--- config.mk ---
export PLATFORM = sky130hd
export DESIGN_NAME = a429_rx_validator
export DESIGN_NICKNAME = d
export VERILOG_FILES = /design/src/rtl/a429_rxv_pkg.sv /design/src/rtl/a429_rxv_datapath.sv /design/src/rtl/a429_rxv_control.sv /design/src/rtl/a429_rx_validator.sv
export SDC_FILE = /design/constraint.sdc
export NUM_CORES = 1
export LEC_CHECK = 0
export BUFFER_PORTS_ARGS = -buffer_cell sky130_fd_sc_hd__clkbuf_2
export CAP_MARGIN = 20
export CORE_ASPECT_RATIO = 1.25
export CORE_MARGIN = 5
export CORE_UTILIZATION = 50
export CTS_CLUSTER_SIZE = 20
export DETAILED_ROUTE_END_ITERATION = 10
export PLACE_DENSITY = 0.7
export SYNTH_ARGS = -nofsm -noshare
export SYNTH_HDL_FRONTEND = slang
export SYNTH_SLANG_ARGS = --single-unit
--- constraint.sdc ---
create_clock -name clk -period 2.6 [get_ports clk]
set_input_delay 0.13 -clock clk [delete_from_list [all_inputs] [get_ports clk]]
set_output_delay 0.13 -clock clk [all_outputs]
set_load 0.01 [all_outputs]
--- src/rtl/a429_rxv_pkg.sv ---
`timescale 1ns/1ps
package a429_rxv_pkg;

  // strobes from control to datapath
  typedef struct packed {
    logic shiftBit;
    logic bitVal;
  } rxStrobe_t;

  // observations from datapath to control
  typedef struct packed {
    logic tick;
    logic detOne;
    logic detZero;
    logic idleNull;
    logic nullOnly;
    logic illegal;
  } rxStatus_t;

  typedef enum logic {
    ST_GAP  = 1'b0,
    ST_RECV = 1'b1
  } rxState_t;

endpackage

--- src/rtl/a429_rxv_datapath.sv ---
`timescale 1ns/1ps
module a429_rxv_datapath
  import a429_rxv_pkg::*;
#(
  parameter int FAST_DIV  = 10,
  parameter int SLOW_DIV  = 80,
  parameter int SHIFT_LEN = 10,
  parameter int MIN_RUN   = 3,
  parameter int WORD_BITS = 32
) (
  input  logic                 clk,
  input  logic                 rstN,
  input  logic                 slowSel,
  input  logic                 lvlOne,
  input  logic                 lvlZero,
  input  logic                 lvlNull,
  input  rxStrobe_t            strobe,
  output rxStatus_t            status,
  output logic                 sampleTick,
  output logic [WORD_BITS-1:0] wordOut
);

  localparam int PW        = $clog2(SLOW_DIV + 1);
  localparam int LEVEL_LEN = 2 * MIN_RUN;
  localparam int NUM_LVL   = 2;

  // prescaler
  logic [PW-1:0] preCnt;
  logic [PW-1:0] preLimit;

  always_comb preLimit = slowSel ? PW'(SLOW_DIV - 1) : PW'(FAST_DIV - 1);
  assign sampleTick = (preCnt >= preLimit);

  always_ff @(posedge clk) begin
    if (!rstN)           preCnt <= '0;
    else if (sampleTick) preCnt <= '0;
    else                 preCnt <= preCnt + 1'b1;
  end

  // one/zero sample registers: only the run-plus-null window is kept
  logic                 lvlIn [NUM_LVL];
  logic [LEVEL_LEN-1:0] levelSr [NUM_LVL];
  assign lvlIn[0] = lvlOne;
  assign lvlIn[1] = lvlZero;

  for (genvar gi = 0; gi < NUM_LVL; gi++) begin : g_lvl
    always_ff @(posedge clk) begin
      if (!rstN)           levelSr[gi] <= '0;
      else if (sampleTick) levelSr[gi] <= {levelSr[gi][LEVEL_LEN-2:0], lvlIn[gi]};
    end
  end

  // null sample register spans a full bit time
  logic [SHIFT_LEN-1:0] nullSr;
  always_ff @(posedge clk) begin
    if (!rstN)           nullSr <= '0;
    else if (sampleTick) nullSr <= {nullSr[SHIFT_LEN-2:0], lvlNull};
  end

  logic nullTail;
  logic curOne, curZero, curNull, prvOne, prvZero, legalNow;

  always_comb begin
    nullTail = &nullSr[MIN_RUN-1:0];
    curOne   = levelSr[0][0];
    curZero  = levelSr[1][0];
    curNull  = nullSr[0];
    prvOne   = levelSr[0][1];
    prvZero  = levelSr[1][1];
    legalNow = (curOne & ~curZero & ~curNull) |
               (~curOne & curZero & ~curNull) |
               (~curOne & ~curZero & curNull);

    status.tick     = sampleTick;
    status.detOne   = (&levelSr[0][LEVEL_LEN-1:MIN_RUN]) & nullTail;
    status.detZero  = (&levelSr[1][LEVEL_LEN-1:MIN_RUN]) & nullTail;
    status.idleNull = &nullSr;
    status.nullOnly = curNull & ~curOne & ~curZero;
    status.illegal  = ~legalNow | (curOne & prvZero) | (curZero & prvOne);
  end

  // word assembly: first received bit ends in bit 0
  always_ff @(posedge clk) begin
    if (!rstN)                wordOut <= '0;
    else if (strobe.shiftBit) wordOut <= {strobe.bitVal, wordOut[WORD_BITS-1:1]};
  end

endmodule

--- src/rtl/a429_rxv_control.sv ---
`timescale 1ns/1ps
module a429_rxv_control
  import a429_rxv_pkg::*;
#(
  parameter int SAMPLES_PER_BIT = 10,
  parameter int SPACING_MIN     = 8,
  parameter int SPACING_MAX     = 12,
  parameter int GAP_CHECKS      = 3,
  parameter int WORD_BITS       = 32
) (
  input  logic      clk,
  input  logic      rstN,
  input  rxStatus_t status,
  output rxStrobe_t strobe,
  output logic      eosPulse,
  output logic      errPulse
);

  localparam int BCW = $clog2(WORD_BITS);
  localparam int SW  = $clog2(SPACING_MAX + 2);
  localparam int TW  = $clog2(SAMPLES_PER_BIT);
  localparam int GW  = $clog2(GAP_CHECKS + 1);
  localparam logic [BCW-1:0] LAST_BIT = BCW'(WORD_BITS - 1);
  localparam logic [TW-1:0]  LAST_TMR = TW'(SAMPLES_PER_BIT - 1);
  localparam logic [GW-1:0]  LAST_GAP = GW'(GAP_CHECKS - 1);
  localparam logic [SW-1:0]  SP_MIN   = SW'(SPACING_MIN);
  localparam logic [SW-1:0]  SP_MAX   = SW'(SPACING_MAX);

  rxState_t       state, stateN;
  logic [BCW-1:0] bitCnt, bitCntN;
  logic [SW-1:0]  since, sinceN, spacing;
  logic [TW-1:0]  gapTmr, gapTmrN;
  logic [GW-1:0]  gapCnt, gapCntN;
  logic           eosN, errN, detected, midWord, badSpace, timedOut;

  always_comb begin
    stateN   = state;
    bitCntN  = bitCnt;
    sinceN   = since;
    gapTmrN  = gapTmr;
    gapCntN  = gapCnt;
    eosN     = 1'b0;
    errN     = 1'b0;
    strobe   = '0;
    detected = status.detOne | status.detZero;
    midWord  = (bitCnt != '0);
    spacing  = since + 1'b1;
    badSpace = detected & midWord & ((spacing < SP_MIN) | (spacing > SP_MAX));
    timedOut = ~detected & midWord & (spacing > SP_MAX);

    if (status.tick) begin
      unique case (state)
        ST_GAP: begin
          if (!status.nullOnly) begin
            gapTmrN = '0;
            gapCntN = '0;
          end else if (gapTmr == LAST_TMR) begin
            gapTmrN = '0;
            if (!status.idleNull) begin
              gapCntN = '0;
            end else if (gapCnt == LAST_GAP) begin
              stateN  = ST_RECV;
              gapCntN = '0;
              bitCntN = '0;
              sinceN  = '0;
            end else begin
              gapCntN = gapCnt + 1'b1;
            end
          end else begin
            gapTmrN = gapTmr + 1'b1;
          end
        end
        ST_RECV: begin
          if (status.illegal || badSpace || timedOut) begin
            errN    = 1'b1;
            stateN  = ST_GAP;
            bitCntN = '0;
            gapTmrN = '0;
            gapCntN = '0;
          end else if (detected) begin
            strobe.shiftBit = 1'b1;
            strobe.bitVal   = status.detOne;
            sinceN          = '0;
            if (bitCnt == LAST_BIT) begin
              eosN    = 1'b1;
              stateN  = ST_GAP;
              bitCntN = '0;
              gapTmrN = '0;
              gapCntN = '0;
            end else begin
              bitCntN = bitCnt + 1'b1;
            end
          end else if (midWord) begin
            sinceN = spacing;
          end
        end
        default: stateN = ST_GAP;
      endcase
    end
  end

  always_ff @(posedge clk) begin
    if (!rstN) begin
      state    <= ST_GAP;
      bitCnt   <= '0;
      since    <= '0;
      gapTmr   <= '0;
      gapCnt   <= '0;
      eosPulse <= 1'b0;
      errPulse <= 1'b0;
    end else begin
      state    <= stateN;
      bitCnt   <= bitCntN;
      since    <= sinceN;
      gapTmr   <= gapTmrN;
      gapCnt   <= gapCntN;
      eosPulse <= eosN;
      errPulse <= errN;
    end
  end

endmodule

--- src/rtl/a429_rx_validator.sv ---
`timescale 1ns/1ps
module a429_rx_validator
  import a429_rxv_pkg::*;
#(
  parameter int FAST_DIV        = 10,
  parameter int SLOW_DIV        = 80,
  parameter int SAMPLES_PER_BIT = 10,
  parameter int MIN_RUN         = 3,
  parameter int SPACING_MIN     = 8,
  parameter int SPACING_MAX     = 12,
  parameter int GAP_CHECKS      = 3,
  parameter int WORD_BITS       = 32
) (
  input  logic                 clk,
  input  logic                 rstN,
  input  logic                 slowSel,
  input  logic                 lvlOne,
  input  logic                 lvlZero,
  input  logic                 lvlNull,
  output logic                 eosPulse,
  output logic                 errPulse,
  output logic [WORD_BITS-1:0] wordOut
);

  rxStrobe_t strobe;
  rxStatus_t status;
  logic      sampleTick;

  a429_rxv_datapath #(
    .FAST_DIV (FAST_DIV),
    .SLOW_DIV (SLOW_DIV),
    .SHIFT_LEN(SAMPLES_PER_BIT),
    .MIN_RUN  (MIN_RUN),
    .WORD_BITS(WORD_BITS)
  ) dp_i (
    .clk       (clk),
    .rstN      (rstN),
    .slowSel   (slowSel),
    .lvlOne    (lvlOne),
    .lvlZero   (lvlZero),
    .lvlNull   (lvlNull),
    .strobe    (strobe),
    .status    (status),
    .sampleTick(sampleTick),
    .wordOut   (wordOut)
  );

  a429_rxv_control #(
    .SAMPLES_PER_BIT(SAMPLES_PER_BIT),
    .SPACING_MIN    (SPACING_MIN),
    .SPACING_MAX    (SPACING_MAX),
    .GAP_CHECKS     (GAP_CHECKS),
    .WORD_BITS      (WORD_BITS)
  ) ctl_i (
    .clk     (clk),
    .rstN    (rstN),
    .status  (status),
    .strobe  (strobe),
    .eosPulse(eosPulse),
    .errPulse(errPulse)
  );

endmodule

==> results.txt, run 1 <==
* Count of inserted antenna diode cells: 0
- The tool flagged a number of max-cap violations equal to 0.
- Once detailed placement completed, the half-perimeter wirelength came to roughly 5000 um.
* Synth cell count leaders: nand2_1 (101), dfxtp_1 (67), a21boi_0 (38)
* Actual transition at the worst max-transition pin: about 580 ps
- TritonCTS clock tree: done
- Maximum clock path buffer count: 2
* Starting DRT DRC Count: between 70 and 80
- For this block, the routed nets add up to 7106 um of wire.
- Hold repair after CTS inserted 0 buffers.
- Crit end category: register
- Number of post-CTS setup repair buffers: 0
- Cell variety after synth: between 60 and 70
* Most frequent cell after synthesis: nand2_1
* Run status: finished clean
- The first global-routing pass estimated around 12,000 um of wire.
- CTS saw 79 sinks.
- Cell chain of the critical path: ha_1, and3_1, ha_1, inv_1, a211oi_1, o221ai_1, o31a_4, or4b_4, o22ai_2
* Fraction of final layout cells sized beyond drive strength 1: a little under a fifth
* Kind of start point of the critical path: register
- Routed wire per std cell: 13.51 um
- ANT nets after route: 0
- Number of buffers created by CTS: 9
- Fin crit share: about nine tenths
- Type of the worst setup path: register to register
- Met3 track demand over resource: ~3.6%
- Pin count of the biggest net entering global routing: between 60 and 70
* Final core utilization: 58.31%
- In this run the number of H-tree levels came out at 3.
* Share of the yosys chip area belonging to registers: a little under half
* Top-level port count: 40
- Slew headroom: between 60 and 70%
- Predominant post-synthesis flop cell: dfxtp_1
- In the global route stage, met1 resource usage came out at 19.02%.
- For this design, the slowest cell found on the critical path is or4b_4.
* Post-CTS Resized: 0
- The cell sitting at the root of the clock tree is a clkbuf_8.
- The number of nets handed over by synthesis was 412.
* RSZ-0062 raised after global routing: no
- Layout-stage area growth over the synthesis result: 13.14%
- The floorplan has 34 rows.
- The die is approximately 110 um tall.
* Setup slack on the worst flop-to-flop path: roughly 250 ps
* DIE AREA: 9046 sq um
- In this run the critical register-to-register path is captured at ctl_i.gapCnt[1].
- The total overflow left after global routing is 0.
* Worst-skew pair later-pin latency: roughly 350 ps
- Counting both buffers and inverters, the worst setup path holds a total of 1.
* Number of detailed-route iterations in the first pass: 6
* Worst path max stage delay: ~530 ps
* Power per cell area: roughly 560 nW/um^2
* Mean instance size in the synthesized netlist: about 9.2 sq um
- Final hold violation count: 0
- The number of antenna violations at the first check in global routing is 0.
- The largest total area in the synthesized netlist belongs to dfxtp_1.
- The number of global-route vias before repair is approximately 2,700.
- Warnings, synthesis: 0
* Vias after detailed routing: about 2,800
- Max Fanout on Critical Path: 7
- The synthesized design devotes to its leading area cell type between 30% and 40% of total area.
* Setup violators final: 0
- Required @ worst endpoint: roughly 2900 ps
* Cell seen most often among critical-path stages: ha_1
- The mapped netlist covers between 3000 and 4000 sq um.
- Most utilized layer in the global route result: met2
* Final Critical Period: 2349 ps
* Largest cells by area after synthesis: dfxtp_1 (37%), nand2_1 (10%), edfxtp_1 (10%), a21boi_0 (7.9%), ha_1 (3.8%)
- HP Class: input pin to register
* Count of buffers inserted at the top-level ports: 39
- Combined global-route utilization of all metal layers: between 10% and 20%
- The initial utilization of the core area, before any placement, comes to roughly half.
- Worst path top cell family by delay: compound AO/OA/AOI/OAI gates
* Core outline area: 7019 sq um
- For this design the static power due to leakage is between 1.5 and 2 nW.
- Yosys mapped a number of flops with a built-in enable equal to 12.
- Highest Clock Rate: about 430 MHz
- Startpoint of the most critical hold path: lvlNull
- The die is approximately 86 um wide.
- GR Util met2: ~28%
- Final routed DRC violation total: 0
* Final slew viol count: 0
* Worst hold path cell count: 3
- Worst Hold Endpoint: dp_i.nullSr[0]
- Setup clock skew after layout: about 13 ps
- Clock-pin slew was measured on the worst setup and hold paths at ~80 ps.
* Sum of negative setup slack: 0 ps
* CP Data Arrival Time: roughly 2600 ps
- Routability-driven placement finished with a final weighted congestion of 0.8230.
- Synthesis handed over a netlist of 395 instances.
- In this run the critical register-to-register path is launched from ctl_i.bitCnt[1].
- Share of synthesized registers carrying an async set or reset: 0%
- In this run, synthesis produced a sequential element count of 79.
* Net count of the finished layout: 448
* Logic depth of the worst register-to-register path: 9
- Dividing the detail-routed via count by the number of cells gives approximately 5.4.
- Worst vdd ir: 0.2749 mV
[logic make-up (layout without fill, tap and decap cells)]
kind of cell	count (synthesis)	in the layout	share of synthesized area, %
DFF	79	79	47.04
buffers and inverters	28	69	3.251
xor gates and xnor gates	6	6	1.453
muxes	4	4	1.141
and+or+nand+nor	179	179	24.07
AOI/OAI and AO/OA	88	88	19.23
adders and majority gates	11	11	3.805
[how the worst max path moves through the flow]
stage                    startpoint               to  slack (ps)  depth (start not counted)
floorplan           ctl_i.bitCnt[1]  ctl_i.gapCnt[1]         460                          9
global placement     dp_i.preCnt[1]  ctl_i.gapCnt[1]         330                          7
detailed placement   dp_i.preCnt[1]  ctl_i.gapCnt[1]         270                          7
CTS                  dp_i.preCnt[1]  ctl_i.gapCnt[1]         260                          7
global route         dp_i.preCnt[2]  ctl_i.gapCnt[1]         110                          7
finish              ctl_i.bitCnt[1]  ctl_i.gapCnt[1]         250                          9
[state kept, by name, indices dropped and copies added (netlist names)]
signal,cells
ctl_i.bitCnt,5
ctl_i.eosPulse,1
ctl_i.errPulse,1
ctl_i.gapCnt,2
ctl_i.gapTmr,4
ctl_i.since,4
ctl_i.state,1
dp_i.levelSr,12
dp_i.nullSr,10
dp_i.preCnt,7
dp_i.wordOut,32
[power breakdown]
| part | internal [mW] | switching, mW | leakage [nW] |
|---|---|---|---|
| combinational | 0.0240 | 0.0342 | 0.855 |
| clock | 0.534 | 0.426 | 0.113 |
| sequential | 1.25 | 0.00732 | 0.664 |
[worst min-delay path: cells and delay by family]
kind	cells	cell delay (ps)
buf+inv	1	80
compound gates	1	70
simple gates	1	60
[layout by cell type (no fill, tap or decap), types with 4 or more instances in the layout]
master,netlist,routed
nor2b_1,4,4
clkbuf_8,0,9
a21boi_0,38,38
nor3_1,4,4
inv_1,8,8
nor2_1,14,14
nand3_1,11,11
clkinv_2,0,4
edfxtp_1,12,12
and3_1,18,18
nand2_1,101,101
nand2b_1,4,4
ha_1,11,11
clkbuf_2,1,39
dfxtp_1,67,67
nor4_1,4,4
a21boi_1,4,4
a21oi_1,5,5
buf_4,3,6
o21ai_0,5,5
[layout make-up]
cell class,count,area (sq um)
inverter,8,30.03
fill,660,2927
clock buffer,9,123.9
timing repair buffer,45,240.2
clock inverter,7,86.33
multi-input combinational,288,1798
tap,90,112.6
sequential,79,1702
[per-stage QoR]
stage	area (sq um)	hold slack, ps	setup slack, ps	total power, mW	std cells
detailed placement	3882	403.6	273.5	1.343	510
global route	4093	33.86	108.1	2.368	526
CTS	4093	26.13	263.9	2.310	526
finish	4093	39.13	251.4	2.274	526
floorplan	3617	277.4	457.5	1.325	395
global placement	3882	399.3	334.2	1.340	510
[layer usage]
| layer | part of all wire [%] | vias to the layer above |
|---|---|---|
| li1 | - | 1456 |
| met1 | 45 | 1334 |
| met2 | 49 | 39 |
| met3 | 4.3 | 8 |
| met4 | 1.4 | 0 |
| met5 | 0 | - |
No activity file was read; power rests on OpenSTA's default activity.
==> inputs of run 2 (changes only) <==
clock period = 2.42 ns   (was 2.6 ns; I/O delays follow)
==> results.txt, run 2 (synthesis results as in run 1) <==
- The worst setup path is launched from a register.
- The worst setup path is captured at a register.
* Count of buffers inserted at the top-level ports: 39 (unchanged)
* Worst path max stage delay: 540 ps (about the same)
* Slew headroom: 61.88% (+1.2 points)
* Type of the worst setup path: register to register
- Layout-stage area growth over the synthesis result: 14.11%
* Cell chain of the critical path: ha_1, and3_1, ha_1, inv_1, a211oi_1, o221ai_1, o31a_4, or4b_4, o22ai_2
- The maximum number of pins on one net before global-route repair was 62 (unchanged).
* FP Rows: 34 (unchanged)
- The total grt overflow came to 0 (unchanged).
- RSZ-0062 raised after global routing: no
* Number of antenna violations at the first check in global routing: 0 (unchanged)
* Library cell used as clock root buffer: clkbuf_8
- ANT nets after route: 0 (unchanged)
- The number of global-route vias before repair was 2,691 (-1.5%).
- Leaving out fill and tap cells, the most frequent cells in the layout are nand2_1 (101), dfxtp_1 (66), clkbuf_2 (39).
- The net count reported at finish is 449 (+0.22%).
* Vias after detailed routing: 2,816 (-0.74%)
* Setup clock skew after layout: 6.481 ps (-6.283 ps)
- HP Class: input pin to register
* Starting DRT DRC Count: 93 (+19%)
- Setup slack after placement: 120.2 ps (-153.2 ps)
- Final Critical Period: 2296 ps (-52.55 ps)
- The least setup slack across all paths after layout came to 123.9 ps (-127.5 ps).
- The highest ir drop seen on vdd was 0.3207 mV (+17%).
- DIE AREA: 9046 sq um (unchanged)
* Detailed Place HPWL: 4856 um (-3.2%)
* Largest register FFs: 32 (unchanged)
* Via density per instance: 5.343 (-0.93%)
* Core outline area: 7019 sq um (unchanged)
* Max Cap Violations: 0 (unchanged)
* Number of detailed-route iterations in the first pass: 4 (-2)
- In the final layout, the registers with the most flip-flops are dp_i.wordOut (32), dp_i.levelSr (12), dp_i.nullSr (10).
- The number of remaining DRC errors came to 0 (unchanged).
* Sum of negative setup slack: 0 ps (unchanged)
- Among all stages on the critical path, the largest delay is contributed by or4b_4.
* Final slew viol count: 0 (unchanged)
- Routed wire per std cell: 13.19 um (-2.4%)
- Number of H-tree levels: 3 (unchanged)
* Required @ worst endpoint: 2700 ps (-180 ps)
- Worst path top cell family by delay: compound AO/OA/AOI/OAI gates
- Fraction of final layout cells sized beyond drive strength 1: 19.22% (+0.87 points)
- The most numerous cell type found on the critical path is ha_1.
* Buffers & Inverters on Critical Path: 1 (unchanged)
- The I/O pin count was 40 (unchanged).
* Starting utilization of the core area: 51.53% (unchanged)
- Count of inserted antenna diode cells: 0 (unchanged)
- The number of filler cells placed in the layout is 603 (-8.6%).
* Power per cell area: 590.7 nW/um^2 (+6.3%)
* Run status: finished clean
* Top reg by flops: dp_i.wordOut
* Actual transition at the worst max-transition pin: 565.8 ps (-17.14 ps)
* First-pass GRT wire length: 11,850 um (-1.9%)
* Combined global-route utilization of all metal layers: 16.11% (-0.30 points)
- The maximum fanout along the worst path came to 7 (unchanged).
- Most common cell after layout, fill and taps aside: nand2_1
- Setup violators final: 0 (unchanged)
- Overall die width: 86.08 um (unchanged)
- Weighted congestion at the end of routability-driven global placement: 0.8202 (-0.34%)
* Final hold violation count: 0 (unchanged)
- Maximum clock path buffer count: 2 (unchanged)
- Total wirelength of the detailed-routed design: 6952 um (-2.2%)
- Fin crit share: 94.88% (+4.5 points)
- Hold buffers post-CTS: 0 (unchanged)
- TritonCTS built the clock tree.
- CP Data Arrival Time: 2580 ps (-50 ps)
- Final hold slack: 17.55 ps (-21.58 ps)
- The sink count of the clock tree is 79 (unchanged).
* Number of post-CTS setup repair buffers: 0 (unchanged)
- The clock latency at the later pin of the worst-skew pair is 350 ps (about the same).
- Highest Clock Rate: 435.5 MHz (+2.3%)
* Lkg Pwr: 1.638 nW (+0.36%)
- Die Y-Extent: 105.1 um (unchanged)
- Number of buffers created by CTS: 9 (unchanged)
* Clock transition at path regs: 80 ps (about the same)
## run 2: path summary, 6_finish.rpt
path / start / end / slack [ps] / depth (start not counted)
min: lvlNull / dp_i.nullSr[0] / 20 / 3
min reg2reg: dp_i.preCnt[0] / dp_i.preCnt[0] / 460 / 1
max reg2reg: ctl_i.bitCnt[0] / ctl_i.gapCnt[1] / 120 / 9
max: ctl_i.bitCnt[0] / ctl_i.gapCnt[1] / 120 / 9
## run 2: power breakdown
group / total, mW / internal, mW / switching (mW) / leakage, nW
combinational: 0.0620 / 0.0257 / 0.0363 / 0.861
sequential: 1.35 / 1.34 / 0.00776 / 0.664
clock: 1.03 / 0.543 / 0.485 / 0.112
## run 2: layer usage
layer	global-route usage [%]	wire length (um)	share of wire [%]
met3	4.331	321	4.6
met1	19.11	3228	46
met4	7.014	94	1.4
met5	0	0	0
met2	27.01	3308	48
## run 2: final cells by class
class	count	area, sq um	share of cell area [%]
inverter	8	30.03	0.7275
multi-input combinational	288	1807	43.77
clock buffer	10	148.9	3.607
timing repair buffer	46	260.3	6.305
clock inverter	6	66.31	1.607
sequential	79	1703	41.25
tap	90	112.6	2.728
## run 2: tightest hold or removal path, stage by stage
cell	delay (ps)
clkbuf_2	80
nand2_1	50
a21boi_0	70
## run 2: what timing repair did
action                     4_1_cts  5_1_grt
resized for setup                0        3
setup endpoints to repair        0        3
hold endpoints to repair         0        0
## run 2: through the flow
step / util, % / area (sq um) / power [mW] / std cells
after CTS: 58.66 / 4118 / 2.471 / 527
final: 58.81 / 4128 / 2.438 / 527
after global routing: 58.81 / 4128 / 2.542 / 527
after floorplan: - / 3617 / 1.423 / 395
after global placement: 55.60 / 3902 / 1.440 / 511
after detailed placement: 55.60 / 3902 / 1.441 / 511
==> inputs of run 3 (changes only) <==
REMOVE_ABC_BUFFERS = 1   (was not set)
==> results.txt, run 3 (synthesis results as in run 1) <==
- The final-report max-slew violation count is 0 (unchanged).
* Starting utilization of the core area: 51.53% (unchanged)
- Worst Hold Endpoint: dp_i.nullSr[0]
- Crit end category: register
- The arrival time of the worst setup path was 2570 ps (about the same).
* Biggest regs: dp_i.wordOut (32), dp_i.levelSr (12), dp_i.nullSr (10)
- Setup slack after placement: 91.67 ps (-28.54 ps)
* Setup slack on the worst flop-to-flop path: 130 ps (about the same)
- Kind of start point of the critical path: register
- The count of standard-cell rows is 34 (unchanged).
- Max Fanout on Critical Path: 7 (unchanged)
- Fraction of final layout cells sized beyond drive strength 1: 19.86% (+0.64 points)
- The path class of the tightest hold or removal check is input pin to register.
- The register area came to 1703 sq um (unchanged).
- The number of detailed-route iterations in the first pass is 4 (unchanged).
* Via density per instance: 5.324 (-0.37%)
* Actual transition at the worst max-transition pin: 554.8 ps (-10.98 ps)
* Most common cell after layout, fill and taps aside: nand2_1
* Final core utilization: 59.23% (+0.43 points)
* Lkg Pwr: 1.642 nW (+0.29%)
- The flip-flop count of the largest register, all copies and words added is 32 (unchanged).
* Clock sink count: 79 (unchanged)
- The minimum clock period was 2291 ps (-5.470 ps).
- The number of filler cells placed in the layout came to 645 (+7.0%).
- The power per unit of standard cell area came to 602.5 nW/um^2 (+2.0%).
* Minimum setup slack in the final design: 129.4 ps (+5.470 ps)
- Multi-input gate area in the final layout: 1814 sq um (+0.42%)
- The total placed cells including tap cells is 512 (+0.20%).
- The accumulated negative setup slack was 0 ps (unchanged).
- Highest Clock Rate: 436.6 MHz (+0.24%)
* Core outline area: 7019 sq um (unchanged)
- Net count of the finished layout: 450 (+0.22%)
- The count of antenna-violating nets left after detailed routing was 0 (unchanged).
- Number of buffers created by CTS: 9 (unchanged)
- The count of port buffers added during placement is 39 (unchanged).
- The number of DRC markers after the initial detailed-route iteration is 103 (+11%).
- Non-Filler Instances: 528 (+0.19%)
- Number of antenna violations at the first check in global routing: 0 (unchanged)
- The floorplan die area is 9046 sq um (unchanged).
- The run finished with clean final reports.
- Final total power: 2.505 mW (+2.7%)
- Final routed DRC violation total: 0 (unchanged)
- The worst setup path is of the register to register kind.
- Final standard cell area without fillers: 4158 sq um (+0.73%)
* Die Y-Extent: 105.1 um (unchanged)
- The maximum number of pins on one net before global-route repair is 61 (-1.6%).
* Fin crit share: 94.65% (-0.23 points)
- The die width is 86.08 um (unchanged).
* Setup clock skew after layout: 9.733 ps (+3.252 ps)
* Combined global-route utilization of all metal layers: 16.13% (+0.019 points)
* Total gr overflow: 0 (unchanged)
- Setup repair after global routing left no endpoint under its margin.
- The final setup violation count came to 0 (unchanged).
- The first-pass GRT wire length is 11,850 um (unchanged).
- Routed wire per std cell: 13.04 um (-1.1%)
- Layout-stage area growth over the synthesis result: 14.94%
- Ranked by flip-flop count, first place goes to dp_i.wordOut.
* Top-level port count: 40 (unchanged)
- The total via count after detailed routing was 2,811 (-0.18%).
- The number of buffers between clock root and the deepest sink was 2 (unchanged).
* Weighted congestion at the end of routability-driven global placement: 0.8763 (+6.8%)
- In this run the critical register-to-register path is launched from ctl_i.bitCnt[0].
* Number of H-tree levels: 3 (unchanged)
- Worst vdd ir: 0.3759 mV (+17%)
- Max Cap Violations: 0 (unchanged)
* Slew headroom: 62.62% (+0.74 points)
- The instance area at placement came to 3910 sq um (+0.19%).
- Clock transition at path regs: 80 ps (about the same)
- Detailed Place HPWL: 4849 um (-0.15%)
* Library cell used as clock root buffer: clkbuf_8
- The cell depth of the worst hold path was 3 (unchanged).
* Worst-skew pair later-pin latency: 350 ps (about the same)
- Startpoint of the most critical hold path: lvlNull
- Final hold violation count: 0 (unchanged)
- Count of inserted antenna diode cells: 0 (unchanged)
- The worst register-to-register path ends at ctl_i.gapCnt[1].
* Final hold slack: 26.15 ps (+8.595 ps)
- The wire length after detailed routing was 6886 um (-0.95%).
- The number of global-route vias before repair was 2,643 (-1.8%).
- Leaving out fill and tap cells, the most frequent cells in the layout are nand2_1 (101), dfxtp_1 (66), clkbuf_2 (39).
- The number of cells on the worst reg-to-reg path was 9 (unchanged).
- TritonCTS built the clock tree.
- Required @ worst endpoint: 2700 ps (about the same)
==> run 3: changes by cell type in the layout (fill, tap and decap cells not counted), sizes merged <==
| cell | change |
|---|---|
| clkinv | -3 |
| buf | +1 |
| bufinv | +1 |
| clkbuf | +1 |
| clkinvlp | +1 |
==> run 3: critical path, stage by stage, from the launching register on <==
cell      delay [ps]
dfxtp_1          360
ha_2             190
and3_1           170
ha_1             200
inv_1            100
a211oi_2         230
o221ai_2         120
o31a_4           160
or4b_4           540
o22ai_2          160
==> run 3: what timing repair did <==
| item | in CTS | in global routing |
|---|---|---|
| setup endpoints to repair | 0 | 4 |
| hold endpoints to repair | 0 | 0 |
| setup buffers | 0 | 0 |
| hold buffers | 0 | 0 |
| resized for setup | 0 | 5 |
==> run 3: cell type report <==
type / instances / share of cell area, %
clock inverter: 5 / 1.896
inverter: 8 / 0.7222
timing repair buffer: 47 / 6.440
tap: 90 / 2.708
multi-input combinational: 288 / 43.64
clock buffer: 11 / 3.641
sequential: 79 / 40.96
==> run 3: report_power, final <==
group	switching, mW	leakage (nW)	internal [mW]
Sequential	0.00808	0.664	1.34
Combinational	0.0361	0.862	0.0264
Clock	0.458	0.116	0.636
Total	0.502	1.64	2.00
==> run 3: worst max path at each step <==
stage	start	to	slack (ps)
after global placement	ctl_i.bitCnt[1]	ctl_i.gapCnt[1]	200
after detailed placement	ctl_i.bitCnt[1]	ctl_i.gapCnt[1]	90
final	ctl_i.bitCnt[0]	ctl_i.gapCnt[1]	130
after floorplan	dp_i.preCnt[1]	dp_i.wordOut[31]	-250
after global routing	ctl_i.since[0]	ctl_i.gapCnt[1]	20
after CTS	ctl_i.bitCnt[1]	ctl_i.gapCnt[1]	40
==> run 3: metal layers <==
metal	global-route usage [%]	wire, um
met1	19.41	3164
met2	27.12	3319
met3	3.386	264
met4	7.579	138
met5	0	0
